## src/rtl/pcap_pkg.sv

```systemverilog
package pcap_pkg;

  localparam int unsigned PCAP_CW_DEF = 24;
  localparam int unsigned PCAP_FW_DEF = 8;

  typedef enum logic {
    FIELD_HIGH = 1'b0,
    FIELD_LOW  = 1'b1
  } field_sel_e;

endpackage

```

## src/rtl/pcap_satcnt.sv

```systemverilog
module pcap_satcnt #(
  parameter int unsigned W = 24
) (
  input  logic         clk,
  input  logic         rst,
  input  logic         clr,
  input  logic         inc,
  output logic [W-1:0] q
);

  localparam logic [W-1:0] TOP = '1;

  always_ff @(posedge clk) begin
    if (rst || clr) begin
      q <= '0;
    end else if (inc && (q != TOP)) begin
      q <= q + 1'b1;
    end
  end

endmodule

```

## src/rtl/pcap_sync_filter.sv

```systemverilog
module pcap_sync_filter #(
  parameter int unsigned SYNC = 2,
  parameter int unsigned FW   = 8
) (
  input  logic          clk,
  input  logic          rst,
  input  logic          tick,
  input  logic          sig_in,
  input  logic [FW-1:0] filt_len,
  output logic          lvl,
  output logic          rise,
  output logic          fall
);

  logic [SYNC-1:0] sy;
  logic [FW-1:0]   run;
  logic            smp;
  logic [FW:0]     need;
  logic [FW:0]     run_nx;

  generate
    if (SYNC == 1) begin : g_one
      always_ff @(posedge clk) begin
        if (rst) sy <= '0;
        else     sy <= sig_in;
      end
    end else begin : g_many
      always_ff @(posedge clk) begin
        if (rst) sy <= '0;
        else     sy <= {sy[SYNC-2:0], sig_in};
      end
    end
  endgenerate

  assign smp    = sy[SYNC-1];
  assign need   = (filt_len == '0) ? {{FW{1'b0}}, 1'b1} : {1'b0, filt_len};
  assign run_nx = {1'b0, run} + 1'b1;

  always_ff @(posedge clk) begin
    if (rst) begin
      lvl  <= 1'b0;
      run  <= '0;
      rise <= 1'b0;
      fall <= 1'b0;
    end else begin
      rise <= 1'b0;
      fall <= 1'b0;
      if (tick) begin
        if (smp != lvl) begin
          if (run_nx >= need) begin
            lvl  <= smp;
            run  <= '0;
            rise <= smp;
            fall <= ~smp;
          end else begin
            run <= run_nx[FW-1:0];
          end
        end else begin
          run <= '0;
        end
      end
    end
  end

endmodule

```

## src/rtl/pcap_measure.sv

```systemverilog
module pcap_measure #(
  parameter int unsigned CW = 24
) (
  input  logic          clk,
  input  logic          rst,
  input  logic          tick,
  input  logic          lvl,
  input  logic          rise,
  input  logic          fall,
  input  logic [CW-1:0] tmo_limit,
  output logic          cap_stb,
  output logic [CW-1:0] cap_period,
  output logic [CW-1:0] cap_high,
  output logic          timeout
);

  logic          armed;
  logic          any_edge;
  logic [CW-1:0] per_q;
  logic [CW-1:0] hi_q;
  logic [CW-1:0] idle_q;

  assign any_edge = rise | fall;

  pcap_satcnt #(.W(CW)) u_per (
    .clk(clk), .rst(rst), .clr(rise), .inc(tick), .q(per_q)
  );

  pcap_satcnt #(.W(CW)) u_hi (
    .clk(clk), .rst(rst), .clr(rise), .inc(tick & lvl), .q(hi_q)
  );

  pcap_satcnt #(.W(CW)) u_idle (
    .clk(clk), .rst(rst), .clr(any_edge), .inc(tick), .q(idle_q)
  );

  always_ff @(posedge clk) begin
    if (rst) begin
      armed <= 1'b0;
    end else if (rise) begin
      armed <= 1'b1;
    end
  end

  always_ff @(posedge clk) begin
    if (rst || any_edge) begin
      timeout <= 1'b0;
    end else if ((tmo_limit != '0) && (idle_q >= tmo_limit)) begin
      timeout <= 1'b1;
    end
  end

  assign cap_stb    = rise & armed;
  assign cap_period = per_q;
  assign cap_high   = hi_q;

endmodule

```

## src/rtl/pcap_result.sv

```systemverilog
module pcap_result #(
  parameter int unsigned CW = 24
) (
  input  logic                 clk,
  input  logic                 rst,
  input  logic                 cap_stb,
  input  logic [CW-1:0]        cap_period,
  input  logic [CW-1:0]        cap_high,
  input  pcap_pkg::field_sel_e sel,
  input  logic                 ready,
  output logic                 valid,
  output logic [CW-1:0]        data0,
  output logic [CW-1:0]        data1,
  output logic                 ovf
);

  logic [CW-1:0] field0;

  always_comb begin
    if (sel == pcap_pkg::FIELD_LOW) field0 = cap_period - cap_high;
    else                            field0 = cap_high;
  end

  always_ff @(posedge clk) begin
    if (rst) begin
      valid <= 1'b0;
      data0 <= '0;
      data1 <= '0;
      ovf   <= 1'b0;
    end else if (cap_stb) begin
      valid <= 1'b1;
      data0 <= field0;
      data1 <= cap_period;
      ovf   <= valid & ~ready;
    end else if (valid && ready) begin
      valid <= 1'b0;
    end
  end

endmodule

```

## src/rtl/pwm_capture_chan.sv

```systemverilog
module pwm_capture_chan #(
  parameter int unsigned CW   = pcap_pkg::PCAP_CW_DEF,
  parameter int unsigned FW   = pcap_pkg::PCAP_FW_DEF,
  parameter int unsigned SYNC = 2
) (
  input  logic          clk,
  input  logic          rst,
  input  logic          sig_in,
  input  logic          tick,
  input  logic [FW-1:0] cfg_filt_len,
  input  logic [CW-1:0] cfg_tmo_limit,
  input  logic          cfg_low_sel,
  output logic          res_valid,
  input  logic          res_ready,
  output logic [CW-1:0] res_data0,
  output logic [CW-1:0] res_data1,
  output logic          res_ovf,
  output logic          timeout
);

  logic          filt_lvl;
  logic          filt_rise;
  logic          filt_fall;
  logic          cap_stb;
  logic [CW-1:0] cap_period;
  logic [CW-1:0] cap_high;
  pcap_pkg::field_sel_e sel;

  assign sel = pcap_pkg::field_sel_e'(cfg_low_sel);

  pcap_sync_filter #(.SYNC(SYNC), .FW(FW)) u_filt (
    .clk(clk), .rst(rst), .tick(tick), .sig_in(sig_in),
    .filt_len(cfg_filt_len), .lvl(filt_lvl), .rise(filt_rise), .fall(filt_fall)
  );

  pcap_measure #(.CW(CW)) u_meas (
    .clk(clk), .rst(rst), .tick(tick), .lvl(filt_lvl),
    .rise(filt_rise), .fall(filt_fall), .tmo_limit(cfg_tmo_limit),
    .cap_stb(cap_stb), .cap_period(cap_period), .cap_high(cap_high),
    .timeout(timeout)
  );

  pcap_result #(.CW(CW)) u_res (
    .clk(clk), .rst(rst), .cap_stb(cap_stb), .cap_period(cap_period),
    .cap_high(cap_high), .sel(sel), .ready(res_ready),
    .valid(res_valid), .data0(res_data0), .data1(res_data1), .ovf(res_ovf)
  );

endmodule

```

## config.mk

```make
export PLATFORM = sky130hd
export DESIGN_NAME = pwm_capture_chan
export DESIGN_NICKNAME = d
export VERILOG_FILES = /design/src/rtl/pcap_pkg.sv /design/src/rtl/pcap_satcnt.sv /design/src/rtl/pcap_sync_filter.sv /design/src/rtl/pcap_measure.sv /design/src/rtl/pcap_result.sv /design/src/rtl/pwm_capture_chan.sv
export SDC_FILE = /design/constraint.sdc
export NUM_CORES = 1
export LEC_CHECK = 0
export ABC_AREA = 1
export BUFFER_PORTS_ARGS = -buffer_cell sky130_fd_sc_hd__clkbuf_2
export CAP_MARGIN = 20
export CELL_PAD_IN_SITES_DETAIL_PLACEMENT = 0
export CELL_PAD_IN_SITES_GLOBAL_PLACEMENT = 1
export CORE_MARGIN = 2
export CORE_UTILIZATION = 38
export DETAILED_ROUTE_END_ITERATION = 16
export PLACE_DENSITY_LB_ADDON = 0.1
export SKIP_LAST_GASP = 1
export SYNTH_ARGS = -nofsm -noshare
export SYNTH_HDL_FRONTEND = slang
export SYNTH_SLANG_ARGS = --single-unit
```

## constraint.sdc

```tcl
create_clock -name clk -period 5.12 [get_ports clk]
set_input_delay 0.768 -clock clk [delete_from_list [all_inputs] [get_ports clk]]
set_output_delay 0.768 -clock clk [all_outputs]
set_load 0.005 [all_outputs]
```

**Word level (Yosys, flattened, before mapping)**

Index checks and enable logic that the tools add are counted.

- Flip-flop bits (word level): 137
- Output and inout port bits: 51
- Logic and storage cells: 52

- Add/subtract/negate cells: 5
- Order comparisons: 2
- Eq/ne operators: 4
- Muxes and demuxes: 6
- Bitwise logic cells: 9
- Reduce and logical (&&, ||, !) cells: 12

Operators by type and width:

| kind | count |
|---|---|
| $add 24x1->24 const B | 3 |
| $ne 24x24->1 const B | 3 |
| $ge 24x24->1 | 1 |
| $mux 24 | 1 |
| $mux 8 | 3 |
| $reduce_bool 24->1 | 1 |
| $sub 24x24->24 | 1 |
| $add 8x1->9 const B | 1 |
| $ge 9x9->1 | 1 |
| $logic_not 8->1 | 1 |
| $logic_and 1x1->1 | 5 |
| $not 1->1 | 5 |
| $reduce_or 4->1 | 1 |
| $and 1x1->1 | 3 |
| $reduce_and 3->1 | 1 |
| $logic_or 1x1->1 | 2 |
| $mux 1 | 2 |
| $reduce_bool 2->1 | 1 |
| $ne 1x1->1 | 1 |
| $or 1x1->1 | 1 |

**Longest topological paths before layout**

Gate-level depths: netlist (run 1).

- Depth in word-level cells: 5
- Mapped depth: 17
- Depth with buffers taken out: 17

**Hierarchy**

A second synthesis (run 1) with hierarchy kept.

- Cell total of the unflattened synthesis: 1580
- Area total of the unflattened synthesis: 9909.5 sq um

Modules (own cells, without submodules):

| module | instances | cells each | area an instance (sq um) | sequential area each (sq um) |
|---|---|---|---|---|
| pcap_satcnt | 3 | 233 | 1490.2 | 480.5 |
| pcap_result | 1 | 625 | 3703.6 | 1001.0 |
| pcap_sync_filter | 1 | 117 | 889.6 | 260.2 |
| pcap_measure | 1 | 139 | 845.8 | 40.0 |

**Least setup slack after synthesis (run 1)**

No wires, ideal clock.

- Path type: register to register
- Start: register u_filt.run[0]
- End: register u_filt.lvl
- Arrival: 2.151 ns
- Setup slack: 2.848 ns
- Stages on the path, launching flop included: 15
- Clock period less this slack: 2.272 ns
- Path through: dfxtp_1 ha_1 nand2_1 nor2_1 nand3_1 xor2_1 ha_1 a21oi_1 o211ai_1 inv_1 nand2_1 nor2_2 nand2_1 nand3_1 o21ai_0

- Word-level cells in the longest chain between the ends: 3

Ends and longest elaborated chain:

| item | line | text |
|---|---|---|
| from (decl) | pcap_sync_filter.sv:16 | `logic [FW-1:0] run;` |
| from (signal assigned) | pcap_sync_filter.sv:56 | `run <= run_nx[FW-1:0];` |
| $add 8x1->9 | pcap_sync_filter.sv:37 | `assign run_nx = {1'b0, run} + 1'b1;` |
| $ge 9x9->1 | pcap_sync_filter.sv:50 | `if (run_nx >= need) begin` |
| $reduce_and 3->1 (no line) | - |  |
| to (signal assigned) | pcap_sync_filter.sv:51 | `lvl <= smp;` |
| to (decl) | pcap_sync_filter.sv:10 | `output logic lvl,` |

Every way passes these cells.
A chain may end at the register's enable or synchronous reset.

**Worst setup path after layout (run 1)**

- Start: input rst
- End: register u_meas.u_idle.q[22]

- Word-level cells in the longest chain between the ends: 1

Ends and longest elaborated chain:

| item | line | text |
|---|---|---|
| from (decl) | pwm_capture_chan.sv:7 | `input logic rst,` |
| $logic_or 1x1->1 | pcap_satcnt.sv:14 | `if (rst \|\| clr) begin` |
| to (signal assigned) | pcap_satcnt.sv:17 | `q <= q + 1'b1;` |
| to (decl) | pcap_satcnt.sv:8 | `output logic [W-1:0] q` |

Every way passes these cells.

==> results of run 1 <==
==> how the worst max path moves through the flow <==
stage,slack [ns],startpoint,cells past startpoint,endpoint
3_3_place_gp,1.66,rst,6,u_meas.u_idle.q[22]
6_report,2.06,rst,6,u_meas.u_idle.q[22]
4_1_cts,2.04,rst,6,u_meas.u_idle.q[22]
3_5_place_dp,1.59,rst,6,u_meas.u_idle.q[22]
2_1_floorplan,2.85,u_filt.run[0],14,u_filt.lvl
5_1_grt,1.76,rst,6,u_meas.u_idle.q[22]
==> power breakdown <==
part / switching [uW] / internal [uW]
clock: 528 / 682
sequential: 5.52 / 1070
combinational: 98.9 / 45.8
==> Yosys cell counts (2+ instances only) <==
master	instances	area (sq um)
nand2_2	4	25.0
buf_6	2	22.5
o21a_1	2	15.0
a21oi_1	159	796
buf_2	3	15.0
o21ai_1	2	10.0
nor4_1	4	25.0
inv_2	7	26.3
nand2_1	409	1540
nor3b_1	3	22.5
buf_4	5	37.5
dfxtp_1	137	2740
nor3_4	3	48.8
nor2_1	137	514
ha_1	59	738
nand3_1	75	375
a21oi_2	2	17.5
o221ai_1	2	17.5
clkinv_1	2	7.51
nor3_1	35	175
nand4_1	39	244
nor3_2	4	40.0
clkbuf_1	24	90.1
a21o_1	2	15.0
xnor2_1	7	61.3
nand3b_1	2	15.0
o21ai_0	59	295
inv_1	210	788
buf_1	3	11.3
nand3_2	2	20.0
xor2_1	57	499
==> per-layer routing <==
layer	vias to the layer above	global-route usage, %	share of wire, %
met5	-	0	0
met4	0	6.57	2.1
met3	28	3.49	3.8
met2	187	37.1	46
met1	4108	29.9	48
li1	4893	-	-
==> flip-flops by register name, summed over array words and instances, names as in the netlist <==
signal           flops
u_res.data0         24
u_meas.timeout       1
u_res.valid          1
u_filt.sy            2
u_filt.rise          1
u_filt.lvl           1
u_res.data1         24
u_filt.run           8
u_res.ovf            1
u_meas.u_hi.q       24
u_meas.armed         1
u_filt.fall          1
u_meas.u_idle.q     24
u_meas.u_per.q      24
==> area by class of cell <==
cell class / count / share of cell area (%)
multi-input combinational: 1078 / 52.7
sequential: 137 / 25.8
inverter: 219 / 7.73
timing repair buffer: 92 / 4.61
clock buffer: 19 / 4.07
tap: 324 / 3.81
clock inverter: 13 / 1.27
==> kinds of logic after synthesis <==
family                     after synthesis  share of synthesized area [%]
and+or+nand+nor                        721                           32.9
AOI/OAI and AO/OA                      233                           12.9
adders and majority gates               60                           8.12
xor gates and xnor gates                64                           6.00
DFF                                    137                           29.4
buffers and inverters                  256                           10.7
==> worst reg2reg max path: cells and delay by family (launching register included) <==
family / cells / cell delay (ns)
buf+inv: 1 / 0.06
fa+ha+maj: 2 / 0.51
simple gates: 7 / 0.98
flops: 1 / 0.41
compound gates: 3 / 0.36
xor+xnor: 1 / 0.25
==> metrics by stage <==
stage                     power, uW  cell area (sq um)  worst slack [ns]
after detailed placement       1240              10000              1.59
after floorplan                1190               9340              2.85
after global routing           2520              10600              1.76
final                          2430              10600              2.06
after CTS                      2460              10600              2.04
after global placement         1240              10000              1.66
==> results.md, run 1 <==
* Post-synth top flop: dfxtp_1
* Cells after DPL at 1,849
* CORE AREA at 24,200 sq um
* Final Max Tran Viols at 0
* Hold Path Class: reg -> reg
* Area Growth Syn to Fin at 13.8%
* Commonest non-fill, non-tap cell in the layout: nand2_1
* Post-Syn Nets at 1,569
* Max Clock Skew at 0.0153 ns
* Setup violations, final at 0
* Mapped Cells at 1,471
* Synth Cell Area at 9340 sq um
* Number of synthesized register bits at 137
* Worst Path Required at 5.46 ns
* Largest net degree at the start of global routing at 52
* # resized after CTS at 0
* Row count at 57
* YS warnings at 0
* RSZ-0062 raised after global routing: false
* Slowest stage delay, CP at 0.84 ns
* Vias in the first global route at 8,772
* Most frequent cells in the layout: nand2_1 (408), inv_1 (210), a21oi_1 (159)
* Util after Layout at 43.8%
* Post-CTS setup buffer count at 0
* Initial antenna violation count at 0
* Final Non-Filler Cells at 1,882
* Pwr Density at 228 nW/um^2
* N_diodes at 0
* Hold Path Cell Cnt at 2
* Sequential cell area at 2740 sq um
* Crit path max fanout at 31
* Cts hold-fix bufs at 0
* Pleak at 0.00479 uW
* WL/cell at 15.1 um
* Setup TNS at 0 ns
* GRT overflow at 0
* Via/cell ratio at 4.90
* CP dominant cell by count: nor2_1
* Post-synth ARST share at 0%
* Final period utilization at 59.8%
* CP cell instances: clkbuf_2, nor2_1, inv_1, nor2_1, clkinv_1, nor3b_1
* Number of I/O pins at 89
* Worst setup path class: in -> reg
* Starting Density at 38.5%
* Slowest CP cell: nor2_1
* Routed wire length at 28.4 mm
* Critical path arrival at 3.40 ns
* Crit-path leading delay family: simple AND/OR/NAND/NOR gates
* Max H-tree Level at 4
* CTS Root Cell: clkbuf_16
* Clk buf depth at 2
* Global-route wire length before repair at 45.8 mm
* Status: complete, no violations
* Antenna-violating nets left at 0
* Synth cell types at 41
* Worst hold slack at 0.414 ns
* Post-layout min period at 3.06 ns
* Crit path buf inv count at 3
* DRC Markers at 0
* Number of synthesized flops with an enable pin at 0
* Die Ht at 161 um
* Worst-skew pair later-pin latency at 0.43 ns
* Layout cells sized above 1 at 9.56%
* IO Port Bufs at 88
* Setup crit start kind: input pin
* Slew @ Worst Pin at 1.10 ns
* Detailed placer's ending HPWL at 21.7 mm
* Die area at 25,900 sq um
* Clock sink total at 137
* Via count at 9,216
* Peak supply drop at 158 uV
* Hold path endpoint: u_filt.sy[1]
* Max cap viols at 0
* Hold path startpoint: u_filt.sy[0]
* CTS tree: yes
* Layout Nets at 1,643
* Starting DRT DRC Count at 596
* Setup crit end kind: flop
* Final Hold Fails at 0
* Overall Global Routing Usage at 22.3%
* First-pass DRT Iterations at 5
* GPL Wtd Cong at 0.873
* Max_slew headroom at 26.7%
* Worst reg2reg path depth at 14
* Multi-input combinational cell area at 5600 sq um
* Post-Synthesis Mean Instance Area at 6.35 sq um
* R2r setup slk at 2.42 ns
* Reg clk slew, reported paths at 0.06 ns
* CTS Buf Count at 17
* Fill count at 2,604
* FMAX at 326 MHz
* R2r startpoint: u_filt.run[0]
* Die width at 161 um
* Sequential area share after synthesis at 29.4%
* Reg2reg end: u_filt.lvl
No activity file was read; power rests on OpenSTA's default activity.
==> run 2, diff against run 1 <==
==> constraint.sdc (replaced) <==
create_clock -name clk -period 2.8 [get_ports clk]
set_input_delay 0.42 -clock clk [delete_from_list [all_inputs] [get_ports clk]]
set_output_delay 0.42 -clock clk [all_outputs]
set_load 0.005 [all_outputs]
==> run 2 against run 1 <==
  * Utilization grew 0.35 points
  * Global-route usage up 0.53 points
  * Clock-buffer cell count stayed put
  * Hold slack got worse by 0.21 ns
  * Wire length up 0.63%
  * Largest power group unchanged
  * Cell count up 0.53%
  * Critical endpoint is now u_filt.lvl
  * Total power rose by 85%
  * First-iteration DRC count fell by 13%
==> results.md, run 2 (synthesized netlist as in run 1, its figures left out) <==
* First-pass DRT Iterations at 5
* Clk buf depth at 2
* Row count at 57
* FMAX at 410 MHz
* DRC Markers at 0
* Largest net degree at the start of global routing at 48
* Crit-path leading delay family: simple AND/OR/NAND/NOR gates
* CTS Buf Count at 17
* Combinational Power Share at 6.0%
* Hold Path Class: in -> reg
* Layout cells sized above 1 at 10.3%
* WL/cell at 15.1 um
* Post-layout min period at 2.44 ns
* Max Clock Skew at 0.0116 ns
* Internal power at 3340 uW
* Post-CTS setup buffer count at 0
* N_diodes at 0
* Pleak at 0.00485 uW
* Clk pwr share at 50.4%
* Max cap viols at 0
* Worst setup path class: reg -> reg
* IO Port Bufs at 88
* Initial antenna violation count at 0
* Starting Density at 38.5%
* Util after Layout at 44.2%
* Most frequent cells in the layout: nand2_1 (408), inv_1 (210), a21oi_1 (159)
* Worst-skew pair later-pin latency at 0.43 ns
* Fill count at 2,685
* CP dominant cell by count: nand2_1
* Slowest stage delay, CP at 0.41 ns
* Final period utilization at 87.1%
* Number of I/O pins at 89
* Antenna-violating nets left at 0
* Die width at 161 um
* CTS Root Cell: clkbuf_16
* Peak supply drop at 302 uV
* GPL Wtd Cong at 0.863
* Final Hold Fails at 0
* Setup violations, final at 0
* Clock sink total at 137
* Final Max Tran Viols at 0
* Global-route wire length before repair at 47.0 mm
* Net switching power at 1160 uW
* CP cell instances: ha_1, nand2_1, nor2_2, nand3_1, xor2_1, ha_1, nand2_1, inv_1, nand3_1, inv_1, nand2_1, nor2_1, nor2_4, nand2_1, nand3_1, o21ai_0
* Overall Global Routing Usage at 22.8%
* CORE AREA at 24,200 sq um
* Crit path buf inv count at 2
* Detailed placer's ending HPWL at 22.3 mm
* Pwr Density at 420 nW/um^2
* Status: complete, no violations
* Switching Share at 25.8%
* Critical path arrival at 2.79 ns
* Cts hold-fix bufs at 0
* Die area at 25,900 sq um
* Crit path max fanout at 5
* Slew @ Worst Pin at 0.647 ns
* Setup TNS at 0 ns
* Setup crit start kind: flop
* GRT overflow at 0
* Layout Nets at 1,653
* CTS tree: yes
* Vias in the first global route at 8,911
* Area Growth Syn to Fin at 14.7%
* Worst Path Required at 3.15 ns
* Slowest CP cell: dfxtp_1
* Max_slew headroom at 56.4%
* Via/cell ratio at 4.94
* Reg clk slew, reported paths at 0.06 ns
* Commonest non-fill, non-tap cell in the layout: nand2_1
* RSZ-0062 raised after global routing: false
* Max H-tree Level at 4
* Via count at 9,344
* Part of the power in registers at 43.7%
* Die Ht at 161 um
* Setup crit end kind: flop
* Starting DRT DRC Count at 521
* Routed wire length at 28.6 mm
-- run 2: power groups by stage --
stage	clock [uW]	combinational [uW]	sequential [uW]
2_1_floorplan	0	174	2010
3_3_place_gp	0	268	2010
3_5_place_dp	0	268	2010
4_1_cts	2310	270	1960
5_1_grt	2400	310	1970
6_report	2270	268	1960
-- run 2: worst reg2reg max path, delay by kind of cell (launching register included) --
family	cells	cell delay, ns
adders and majority gates	2	0.54
buffers and inverters	2	0.12
xor gates and xnor gates	1	0.17
DFF	1	0.41
AOI/OAI and AO/OA	1	0.18
and+or+nand+nor	10	0.95
-- run 2: per-layer routing --
metal	vias to the layer above	wire [um]	GRT usage, %
met5	-	0	0
met4	0	561	6.17
met3	25	1080	3.18
met2	180	13300	38.6
met1	4225	13600	30.6
li1	4914	-	-
-- run 2: stage by stage --
| step | total power (uW) | worst slack [ns] | cell area (sq um) | std cells | hold slack, ns |
|---|---|---|---|---|---|
| after floorplan | 2180 | 0.528 | 9340 | 1471 | 0.388 |
| after global placement | 2280 | 0.339 | 10100 | 1860 | 0.405 |
| after detailed placement | 2280 | 0.243 | 10100 | 1860 | 0.399 |
| after CTS | 4550 | 0.238 | 10700 | 1892 | 0.202 |
| after global routing | 4680 | 0.0340 | 10700 | 1892 | 0.205 |
| final | 4500 | 0.361 | 10700 | 1892 | 0.205 |
-- run 2: final cells by class --
type	count	area [sq um]	share of cell area, %
multi-input cells	1078	5610	52.4
flip-flops and latches	137	2740	25.6
inverters	219	822	7.67
repair buffers	102	546	5.09
clock buffers	19	453	4.23
well taps	324	405	3.78
clock inverters	13	138	1.28
-- run 2: path summary, 6_finish.rpt --
kind	startpoint	end	slack, ns	depth (start not counted)
worst max-delay path	u_filt.run[0]	u_filt.lvl	0.36	16
worst min-delay path	sig_in	u_filt.sy[0]	0.20	3
worst max register to register	u_filt.run[0]	u_filt.lvl	0.36	16
worst min register to register	u_filt.sy[0]	u_filt.sy[1]	0.40	2
-- run 2: what timing repair did --
| action | in CTS | in global routing |
|---|---|---|
| resized for setup | 0 | 2 |
| endpoints found under the hold margin | 0 | 0 |
| setup endpoints to repair | 0 | 5 |
